$ cat config.mk
export PLATFORM = sky130hd
export DESIGN_NAME = keyed_wdog
export DESIGN_NICKNAME = d
export VERILOG_FILES = /design/src/rtl/wdog_pkg.sv /design/src/rtl/wdog_regs.sv /design/src/rtl/wdog_timer.sv /design/src/rtl/keyed_wdog.sv
export SDC_FILE = /design/constraint.sdc
export NUM_CORES = 1
export LEC_CHECK = 0
export ABC_AREA = 1
export BUFFER_PORTS_ARGS = -buffer_cell sky130_fd_sc_hd__buf_2
export CAP_MARGIN = 30
export CORE_MARGIN = 3
export CORE_UTILIZATION = 55
export CTS_CLUSTER_SIZE = 40
export DETAILED_ROUTE_END_ITERATION = 10
export MAX_ROUTING_LAYER = met4
export PLACE_DENSITY_LB_ADDON = 0.1
export SLEW_MARGIN = 10
export SYNTH_ARGS = -nofsm -noshare
export SYNTH_HDL_FRONTEND = slang
export SYNTH_HIERARCHICAL = 1
export SYNTH_SLANG_ARGS = --single-unit
$ cat constraint.sdc
create_clock -name clk -period 9.78 [get_ports clk]
set_input_delay 1.467 -clock clk [delete_from_list [all_inputs] [get_ports clk]]
set_output_delay 1.467 -clock clk [all_outputs]
set_load 0.05 [all_outputs]
$ cat src/rtl/wdog_pkg.sv
// Shared constants for the keyed watchdog: address map, key value, field mask.
// Assumes a 5-bit byte address with 32-bit words.
package wdog_pkg;
    localparam int ADDR_W = 5;
    localparam logic [15:0] KEEP_KEY  = 16'h5743;
    localparam logic [15:0] CTRL_MASK = 16'h9FC1;
    localparam int ON_BIT = 15;
    localparam int WIN_BIT = 0;

    typedef enum logic [2:0] {
        W_CTRL    = 3'd0,
        W_CTRL_CL = 3'd1,
        W_CTRL_ST = 3'd2,
        W_STAT    = 3'd4,
        W_STAT_CL = 3'd5
    } word_e;
endpackage

$ cat src/rtl/wdog_regs.sv
// Register file of the keyed watchdog: control word with set/clear aliases,
// key detection, sticky reset-cause flags and the blocked cycle after ON falls.
// Assumes single-cycle bus accesses and combinational read data.
module wdog_regs
    import wdog_pkg::*;
#(
    parameter int PS_W = 5
) (
    input  logic              clk,
    input  logic              rst_n,
    input  logic              por_n,
    input  logic              bus_sel,
    input  logic              bus_we,
    input  logic [ADDR_W-1:0] bus_addr,
    input  logic [3:0]        bus_be,
    input  logic [31:0]       bus_wdata,
    output logic [31:0]       bus_rdata,
    input  logic              wd_event,
    input  logic              cpu_idle,
    input  logic              cpu_sleep,
    output logic              on_o,
    output logic              win_o,
    output logic [PS_W-1:0]   ps_o,
    output logic [1:0]        clk_sel_o,
    output logic              restart_o,
    output logic              key_o
);
    logic [15:0] ctrl_q, ctrl_d;
    logic [2:0]  st_q, st_d;
    logic        on_dly_q;
    logic        blk;
    logic        wr_ok;
    word_e       widx;

    assign widx  = word_e'(bus_addr[ADDR_W-1:2]);
    assign blk   = on_dly_q & ~ctrl_q[ON_BIT];
    assign wr_ok = bus_sel & bus_we & ~blk;

    // Next control word from plain, clear-alias and set-alias writes per lane.
    always_comb begin
        ctrl_d = ctrl_q;
        for (int b = 0; b < 2; b++) begin
            if (wr_ok && bus_be[b]) begin
                case (widx)
                    W_CTRL:    ctrl_d[8*b +: 8] = bus_wdata[8*b +: 8];
                    W_CTRL_CL: ctrl_d[8*b +: 8] = ctrl_q[8*b +: 8] & ~bus_wdata[8*b +: 8];
                    W_CTRL_ST: ctrl_d[8*b +: 8] = ctrl_q[8*b +: 8] | bus_wdata[8*b +: 8];
                    default:   ctrl_d[8*b +: 8] = ctrl_q[8*b +: 8];
                endcase
            end
        end
        ctrl_d = ctrl_d & CTRL_MASK;
    end

    // Next status flags: write-one-to-clear, then set on a watchdog event.
    always_comb begin
        st_d = st_q;
        if (wr_ok && widx == W_STAT_CL && bus_be[0]) st_d = st_q & ~bus_wdata[4:2];
        if (wd_event) st_d = st_d | {1'b1, cpu_sleep, cpu_idle};
    end

    // Control word and ON history, cleared by either reset.
    always_ff @(posedge clk) begin
        if (!rst_n || !por_n) begin
            ctrl_q   <= '0;
            on_dly_q <= 1'b0;
        end else begin
            ctrl_q   <= ctrl_d;
            on_dly_q <= ctrl_q[ON_BIT];
        end
    end

    // Sticky cause flags, cleared only by power-on reset.
    always_ff @(posedge clk) begin
        if (!por_n) st_q <= '0;
        else        st_q <= st_d;
    end

    // Read mux; returns zero in the blocked cycle and for unmapped words.
    always_comb begin
        bus_rdata = '0;
        if (bus_sel && !bus_we && !blk) begin
            case (widx)
                W_CTRL, W_CTRL_CL, W_CTRL_ST: bus_rdata = {16'b0, ctrl_q};
                W_STAT, W_STAT_CL:            bus_rdata = {27'b0, st_q, 2'b0};
                default:                      bus_rdata = '0;
            endcase
        end
    end

    assign on_o      = ctrl_q[ON_BIT];
    assign win_o     = ctrl_q[WIN_BIT];
    assign ps_o      = ctrl_q[8 +: PS_W];
    assign clk_sel_o = ctrl_q[7:6];
    assign restart_o = ~ctrl_q[ON_BIT] & ctrl_d[ON_BIT];
    assign key_o     = wr_ok && widx == W_CTRL && bus_be == 4'b1100
                       && bus_wdata[31:16] == KEEP_KEY && ctrl_q[ON_BIT];

    AST_BLOCKED_FROZEN: assert property (@(posedge clk) disable iff (!rst_n || !por_n)
        blk |=> ctrl_q == $past(ctrl_q));
    AST_CAUSE_STICKY: assert property (@(posedge clk) disable iff (!por_n)
        wd_event |=> st_q[2]);
    AST_UNUSED_ZERO: assert property (@(posedge clk) disable iff (!rst_n || !por_n)
        (ctrl_q & ~CTRL_MASK) == 16'h0);
endmodule

$ cat src/rtl/wdog_timer.sv
// Prescaler and timeout counter of the keyed watchdog with window check.
// Assumes wd_tick is a synchronous one-cycle enable; produces a registered
// one-cycle reset request.
module wdog_timer #(
    parameter int PRESCALE = 32,
    parameter int PS_W     = 5
) (
    input  logic            clk,
    input  logic            rst_n,
    input  logic            wd_tick,
    input  logic            on_i,
    input  logic            win_i,
    input  logic [PS_W-1:0] ps_i,
    input  logic            restart_i,
    input  logic            key_i,
    output logic            event_o,
    output logic            rst_req_o
);
    localparam int PRE_W = $clog2(PRESCALE);
    localparam int CNT_W = 1 << PS_W;
    localparam logic [PRE_W-1:0] PRE_LAST = PRE_W'(PRESCALE - 1);

    logic [PRE_W-1:0] pre_q;
    logic [CNT_W-1:0] cnt_q;
    logic [CNT_W-1:0] term, thresh;
    logic             pt, tmo, viol;

    assign term    = CNT_W'(1) << ps_i;
    assign thresh  = (term >> 1) + (term >> 2);
    assign pt      = wd_tick && pre_q == PRE_LAST;
    assign tmo     = on_i && pt && cnt_q >= term - CNT_W'(1);
    assign viol    = key_i && win_i && cnt_q < thresh;
    assign event_o = tmo || viol;

    // Prescaler, counter and reset request pulse.
    always_ff @(posedge clk) begin
        if (!rst_n) begin
            pre_q     <= '0;
            cnt_q     <= '0;
            rst_req_o <= 1'b0;
        end else begin
            rst_req_o <= event_o;
            if (!on_i || restart_i || key_i || event_o) begin
                pre_q <= '0;
                cnt_q <= '0;
            end else if (wd_tick) begin
                pre_q <= pre_q + PRE_W'(1);
                if (pt) cnt_q <= cnt_q + CNT_W'(1);
            end
        end
    end

    AST_OFF_QUIET: assert property (@(posedge clk) disable iff (!rst_n)
        !on_i |=> !rst_req_o);
    AST_OFF_HELD: assert property (@(posedge clk) disable iff (!rst_n)
        !on_i |=> cnt_q == '0 && pre_q == '0);
    AST_KEY_RESTART: assert property (@(posedge clk) disable iff (!rst_n)
        key_i |=> cnt_q == '0 && pre_q == '0);
    AST_VIOL_REQ: assert property (@(posedge clk) disable iff (!rst_n)
        viol |=> rst_req_o);
endmodule

$ cat src/rtl/keyed_wdog.sv
// Top of the keyed watchdog: joins the register file and the timer.
// Assumes rst_n is the system reset driven by rst_req and por_n the power-on reset.
module keyed_wdog
    import wdog_pkg::*;
#(
    parameter int PRESCALE = 32,
    parameter int PS_W     = 5
) (
    input  logic              clk,
    input  logic              rst_n,
    input  logic              por_n,
    input  logic              wd_tick,
    input  logic              cpu_idle,
    input  logic              cpu_sleep,
    input  logic              bus_sel,
    input  logic              bus_we,
    input  logic [ADDR_W-1:0] bus_addr,
    input  logic [3:0]        bus_be,
    input  logic [31:0]       bus_wdata,
    output logic [31:0]       bus_rdata,
    output logic [1:0]        clk_sel,
    output logic              rst_req
);
    logic            sys_rst_n;
    logic            on, win, restart, key, wd_event;
    logic [PS_W-1:0] ps;

    assign sys_rst_n = rst_n & por_n;

    wdog_regs #(.PS_W(PS_W)) u_regs (
        .clk(clk), .rst_n(rst_n), .por_n(por_n),
        .bus_sel(bus_sel), .bus_we(bus_we), .bus_addr(bus_addr),
        .bus_be(bus_be), .bus_wdata(bus_wdata), .bus_rdata(bus_rdata),
        .wd_event(wd_event), .cpu_idle(cpu_idle), .cpu_sleep(cpu_sleep),
        .on_o(on), .win_o(win), .ps_o(ps), .clk_sel_o(clk_sel),
        .restart_o(restart), .key_o(key)
    );

    wdog_timer #(.PRESCALE(PRESCALE), .PS_W(PS_W)) u_timer (
        .clk(clk), .rst_n(sys_rst_n), .wd_tick(wd_tick),
        .on_i(on), .win_i(win), .ps_i(ps), .restart_i(restart), .key_i(key),
        .event_o(wd_event), .rst_req_o(rst_req)
    );
endmodule

# Word level (Yosys, flattened, before mapping)
# Cells that the tools add are included.
op_classes:
  addsub: 4
  magnitude_cmp: 2
  n_eq_ne: 7
  shift: 1
  n_mux: 7
  bitwise_logic: 17
  reduce_logical: 33
ops:
  columns: ["op", "n"]
  rows:
  - ["one-hot mux 8 bit (3 select lines)", 2]
  - ["adder 31 x 30 -> 32 bit", 1]
  - ["adder 32 x 1 -> 32 bit, second input constant", 1]
  - [">= comparator 32 bit", 1]
  - ["less-than comparator 32 bit", 1]
  - ["2-to-1 mux 32 bit", 1]
  - ["one-hot mux 16 bit (2 select lines)", 1]
  - ["left shift 1 x 5 -> 32 bit, first input constant", 1]
  - ["subtractor 32 x 1 -> 32 bit, second input constant", 1]
  - ["bitwise AND 8 bit", 2]
  - ["equality test 16 x 15 -> 1 bit, second input constant", 1]
  - ["NOT 8 bit", 2]
  - ["bitwise OR 8 bit", 2]
  - ["logical AND 1 bit", 15]
  - ["2-to-1 mux 8 bit", 1]
  - ["equality test 3 bit, second input constant", 2]
  - ["2-to-1 mux 3 bit", 2]
  - ["AND reduction 2 bit", 3]
  - ["adder 5 x 1 -> 5 bit, second input constant", 1]
  - ["bitwise AND 1 bit", 5]
  - ["equality test 5 bit, second input constant", 1]
  - ["zero test 1 bit", 5]
  - ["logical OR 1 bit", 5]
  - ["equality test 4 bit, second input constant", 1]
  - ["10 further kinds", 13]
totals:
  ff_bits: 58
  inputBits: 49
  out_inout_bits: 35

# Logic depth before layout (Yosys ltp)
logic_depth:
  ltp_word: 13
  ltp_mapped: 30

# By module
# The synthesis kept the hierarchy.
by_module_without_submodules:
  columns: ["module", "instances", "cells_per_inst", "area_each_um2", "seq_area_each_um2"]
  rows:
  - ["wdog_timer", 1, 1123, 7105.6, 760.7]
  - ["wdog_regs", 1, 203, 1197.4, 260.2]
  - ["keyed_wdog", 1, 2, 7.5, 0.0]

# Worst setup path after synthesis
# No wires, ideal clock.
synth_timing:
  path_type: "input to output"
  from: "input bus_we"
  to: "output bus_rdata[4]"
  t_arrival_ns: 3.013
  setup_slack_ns: 5.300
  path_stages: 3
  n_path_buf: 1
  cell_sequence: "nand3b_1 > clkbuf_1 > nor3b_1"
synth_between:
  elab_chain_len: 4
synth_lines:
  columns: ["item", "line_no", "rtl"]
  rows:
  - ["from (decl)", "keyed_wdog.sv:16", "input logic bus_we,"]
  - ["zero test 1 bit", "wdog_regs.sv:82", "if (bus_sel && !bus_we && !blk) begin"]
  - ["logical AND 1 bit (2 in series)", "wdog_regs.sv:82", null]
  - ["2-to-1 mux 32 bit", "wdog_regs.sv:82", null]
  - ["to (decl)", "keyed_wdog.sv:20", "output logic [31:0] bus_rdata,"]
# No other way between the ends.

# Worst setup path after layout
layout_timing:
  from: "register u_regs.ctrl_q[9]"
  to: "register u_timer.cnt_q[13]"
layout_between:
  elab_chain_len: 7
layout_lines:
  columns: ["item", "line_no", "rtl"]
  rows:
  - ["from (decl)", "wdog_regs.sv:28", "logic [15:0] ctrl_q, ctrl_d;"]
  - ["from (signal assigned)", "wdog_regs.sv:68", "ctrl_q <= ctrl_d;"]
  - ["left shift 1 x 5 -> 32 bit (*)", "wdog_timer.sv:28", "assign term = CNT_W'(1) << ps_i;"]
  - ["subtractor 32 x 1 -> 32 bit or adder 31 x 30 -> 32 bit (tied branches)", "wdog_timer.sv:31, wdog_timer.sv:29", null]
  - [">= comparator 32 bit or less-than comparator 32 bit (tied branches)", "wdog_timer.sv:31, wdog_timer.sv:32", null]
  - ["logical AND 1 bit (on tied branches)", "wdog_timer.sv:31, wdog_timer.sv:32", null]
  - ["logical OR 1 bit (*)", "wdog_timer.sv:33", "assign event_o = tmo || viol;"]
  - ["logical OR 1 bit (*)", "wdog_timer.sv:43", "if (!on_i || restart_i || key_i || event_o) begin"]
  - ["OR reduction 2 bit (no line) (*)", null, null]
  - ["to (signal assigned)", "wdog_timer.sv:48", "if (pt) cnt_q <= cnt_q + CNT_W'(1);"]
  - ["to (decl)", "wdog_timer.sv:24", "logic [CNT_W-1:0] cnt_q;"]
# Every way passes the cells marked *; elsewhere a longest branch is shown, timed or not.
# A chain may end at the register's enable or synchronous reset.

==> out/qor.yml <==
status: "finished, final reports clean"
yosysSeqAreaShare_pct: 12.3
clk-insertion-delay-late_ns: 0.30
cts_tree: "done"
drive_gt1_share_pct: 8.02
rrSetupSlack_ns: 4.44
setup.worst_path.end_class: "flop"
grt_use_total_pct: 28.4
powerDensity_mw_per_mm2: 50.4
cts_resized: 0
floorplan.initialDensity_pct: 56.7
path_clk_slew_ns: 0.07
vdd_ir_drop_max_mv: 0.0666
hold_depth: 2
hold_buffers: 0
wl_um: 22900
numCtsBuffers: 5
grt_pass1_vias: 7495
grt_first_pass_wirelength_um: 37000
min_period_ns: 5.34
synth_top_area_share_pct: 22.0
num_vias: 8342
pin_count: 84
ys_types: 44
skew_ns: 0.00884
clk_path_buf_depth: 2
synth_cells: 1328
synth.cell_area_mm2: 0.00831
ys_seq_elements: 51
cts_root_buffer: "clkbuf_16"
finalHoldViolCount: 0
io_buffers: 57
clock_sinks: 51
dp_hpwl_um: 19500
finish.net_count: 1579
worstMarginPinSlew_ns: 0.748
synth_most_common_cell: "nand2_1"
antenna_found_initial: 0
clock.fmax_mhz: 187
routedWlPerCell_um: 14.6
fin_crit_sh_pct: 54.6
die-area_mm2: 0.0166
relSlewSlack_pct: 50.1
synth_largest_area_cell: "ha_1"
yosysWarnings: 6
p_int_mw: 0.320
coreArea_mm2: 0.0146
htree_levels: 2
drtAntennaViolNets: 0
yosys_most_used_dff: "dfxtp_1"
yosys-top-cells-area: "ha_1 (22%), nand2_1 (14%), dfxtp_1 (12%)"
p_switching_mw: 0.127
synth_edf_count: 0
fin_cells: 1568
routed_via_density: 5.32
antenna_cells: 0
async_flop_share_pct: 0
drc_errors: 0
synth.top_cells.by_count: "nand2_1 (319), inv_1 (174), nor2_1 (167)"
comb_power_share_pct: 12.9
cp_max_fo: 37
setup_viol: 0
area_delta_synth_final_pct: 6.55
dp.cells: 1560
grt_max_degree: 38
hold_path.class: "reg2reg"
swShare_pct: 28.3
synth.avg_cell_area_um2: 6.26
total_power_mw: 0.447
firstDrtPassIters: 5
finalInstanceArea_mm2: 0.00885
crit_type: "reg2reg"
rr_worst_depth: 23
final.setup.tns_ns: 0
cp-start-kind: "flop"
drtIter0Drc: 549
rsz0062_at_grt: "false"
die_y_um: 129
grt_overflow_total: 0
placed_cell_area_mm2: 0.00870
post_cts_buffers: 0
pwr-share-seq_pct: 46.5
fp-row-count: 44
clock_power_share_pct: 40.6
die_w_um: 129
cp_data_arrival_time_ns: 5.54
finalMaxSlewViolations: 0
cp.required_ns: 9.98
gp_congestion: 1.05
p_leak_nw: 4.36
max_cap_viol_count: 0
==> cell type report <==
class	count	area [um2]
Fill cell	1490	5790
Inverter	184	694
Clock buffer	5	125
Clock inverter	3	26.3
Timing Repair Buffer	57	285
Multi-Input combinational cell	1084	6470
Tap cell	184	230
Sequential cell	51	1020
==> per-layer routing <==
layer  routed length [um]  vias to the layer above  track usage (%)
met5                    0                        -                -
met4                  536                        0             6.49
met3                 1410                       32             3.32
met2                10400                      224             45.9
met1                10500                     3704             38.1
li1                     -                     4382                -
==> state kept, by name, summed over array words and instances, names as in the netlist <==
signal	cells
u_timer/cnt_q	32
u_timer/rst_req_o	1
u_regs/ctrl_q	9
u_regs/on_dly_q	1
u_timer/pre_q	5
u_regs/st_q	3
==> path summary, 6_finish.rpt <==
path,endpoint,from
max,u_timer/cnt_q[13],u_regs/ctrl_q[9]
min,u_regs/st_q[1],u_regs/st_q[1]
max reg2reg,u_timer/cnt_q[13],u_regs/ctrl_q[9]
min reg2reg,u_regs/st_q[1],u_regs/st_q[1]
==> cells by family (layout without fill, tap and decap cells) <==
logic type	after synthesis	in the layout	synth area share (%)
AO/OA/AOI/OAI	155	155	10.0
AND/OR/NAND/NOR	689	689	37.0
adder cells (fa/ha/maj)	147	147	22.2
buffers and inverters	212	249	10.7
other	1	20	0.0451
XOR/XNOR	70	70	7.38
multiplexers	3	3	0.361
flip-flops	51	51	12.3
==> power groups by stage <==
stage | Sequential (mW) | Clock, mW | Combinational, mW
floorplan | 0.213 | 0 | 0.0466
global placement | 0.213 | 0 | 0.0568
detailed placement | 0.213 | 0 | 0.0573
CTS | 0.208 | 0.188 | 0.0575
global route | 0.208 | 0.197 | 0.0634
finish | 0.208 | 0.181 | 0.0576
==> critical path, stage by stage (launching register included) <==
cell and delay [ns]:
dfxtp_1 0.47, inv_1 0.07, nor2_1 0.12, nand2_1 0.21, nor2_1 0.34, ha_1 0.23
inv_1 0.05, fa_1 0.37, inv_1 0.06, nand2_1 0.06, o21ai_1 0.32, a21oi_1 0.21
o21ai_1 0.41, nand2_1 0.10, nand2_1 0.09, xnor2_1 0.12, ha_1 0.35, nand4_1 0.11
nor3_1 0.23, and3_1 0.19, nand2_1 0.06, nand2_1 0.12, nand3_2 0.59, nor2_1 0.33
==> layout by cell type (no fill, tap or decap), types with 31 or more instances in the layout <==
cell     netlist  final
nand2_1      319    319
o21ai_0       31     31
ha_1         146    146
nor2_1       167    167
xor2_1        48     48
nand3_1       82     82
nor3_1        42     42
buf_2          5     57
dfxtp_1       51     51
a21oi_1       95     95
inv_1        174    174
==> through the flow <==
| stage | util (%) | setup WS (ns) | hold WS [ns] |
|---|---|---|---|
| global route | 60.5 | 3.82 | 0.484 |
| global placement | 59.4 | 4.63 | 0.446 |
| CTS | 60.5 | 4.48 | 0.465 |
| floorplan | - | 5.30 | 0.433 |
| detailed placement | 59.4 | 4.53 | 0.455 |
| finish | 60.5 | 4.44 | 0.459 |
Note: power is estimated with default switching activity, not from simulation.
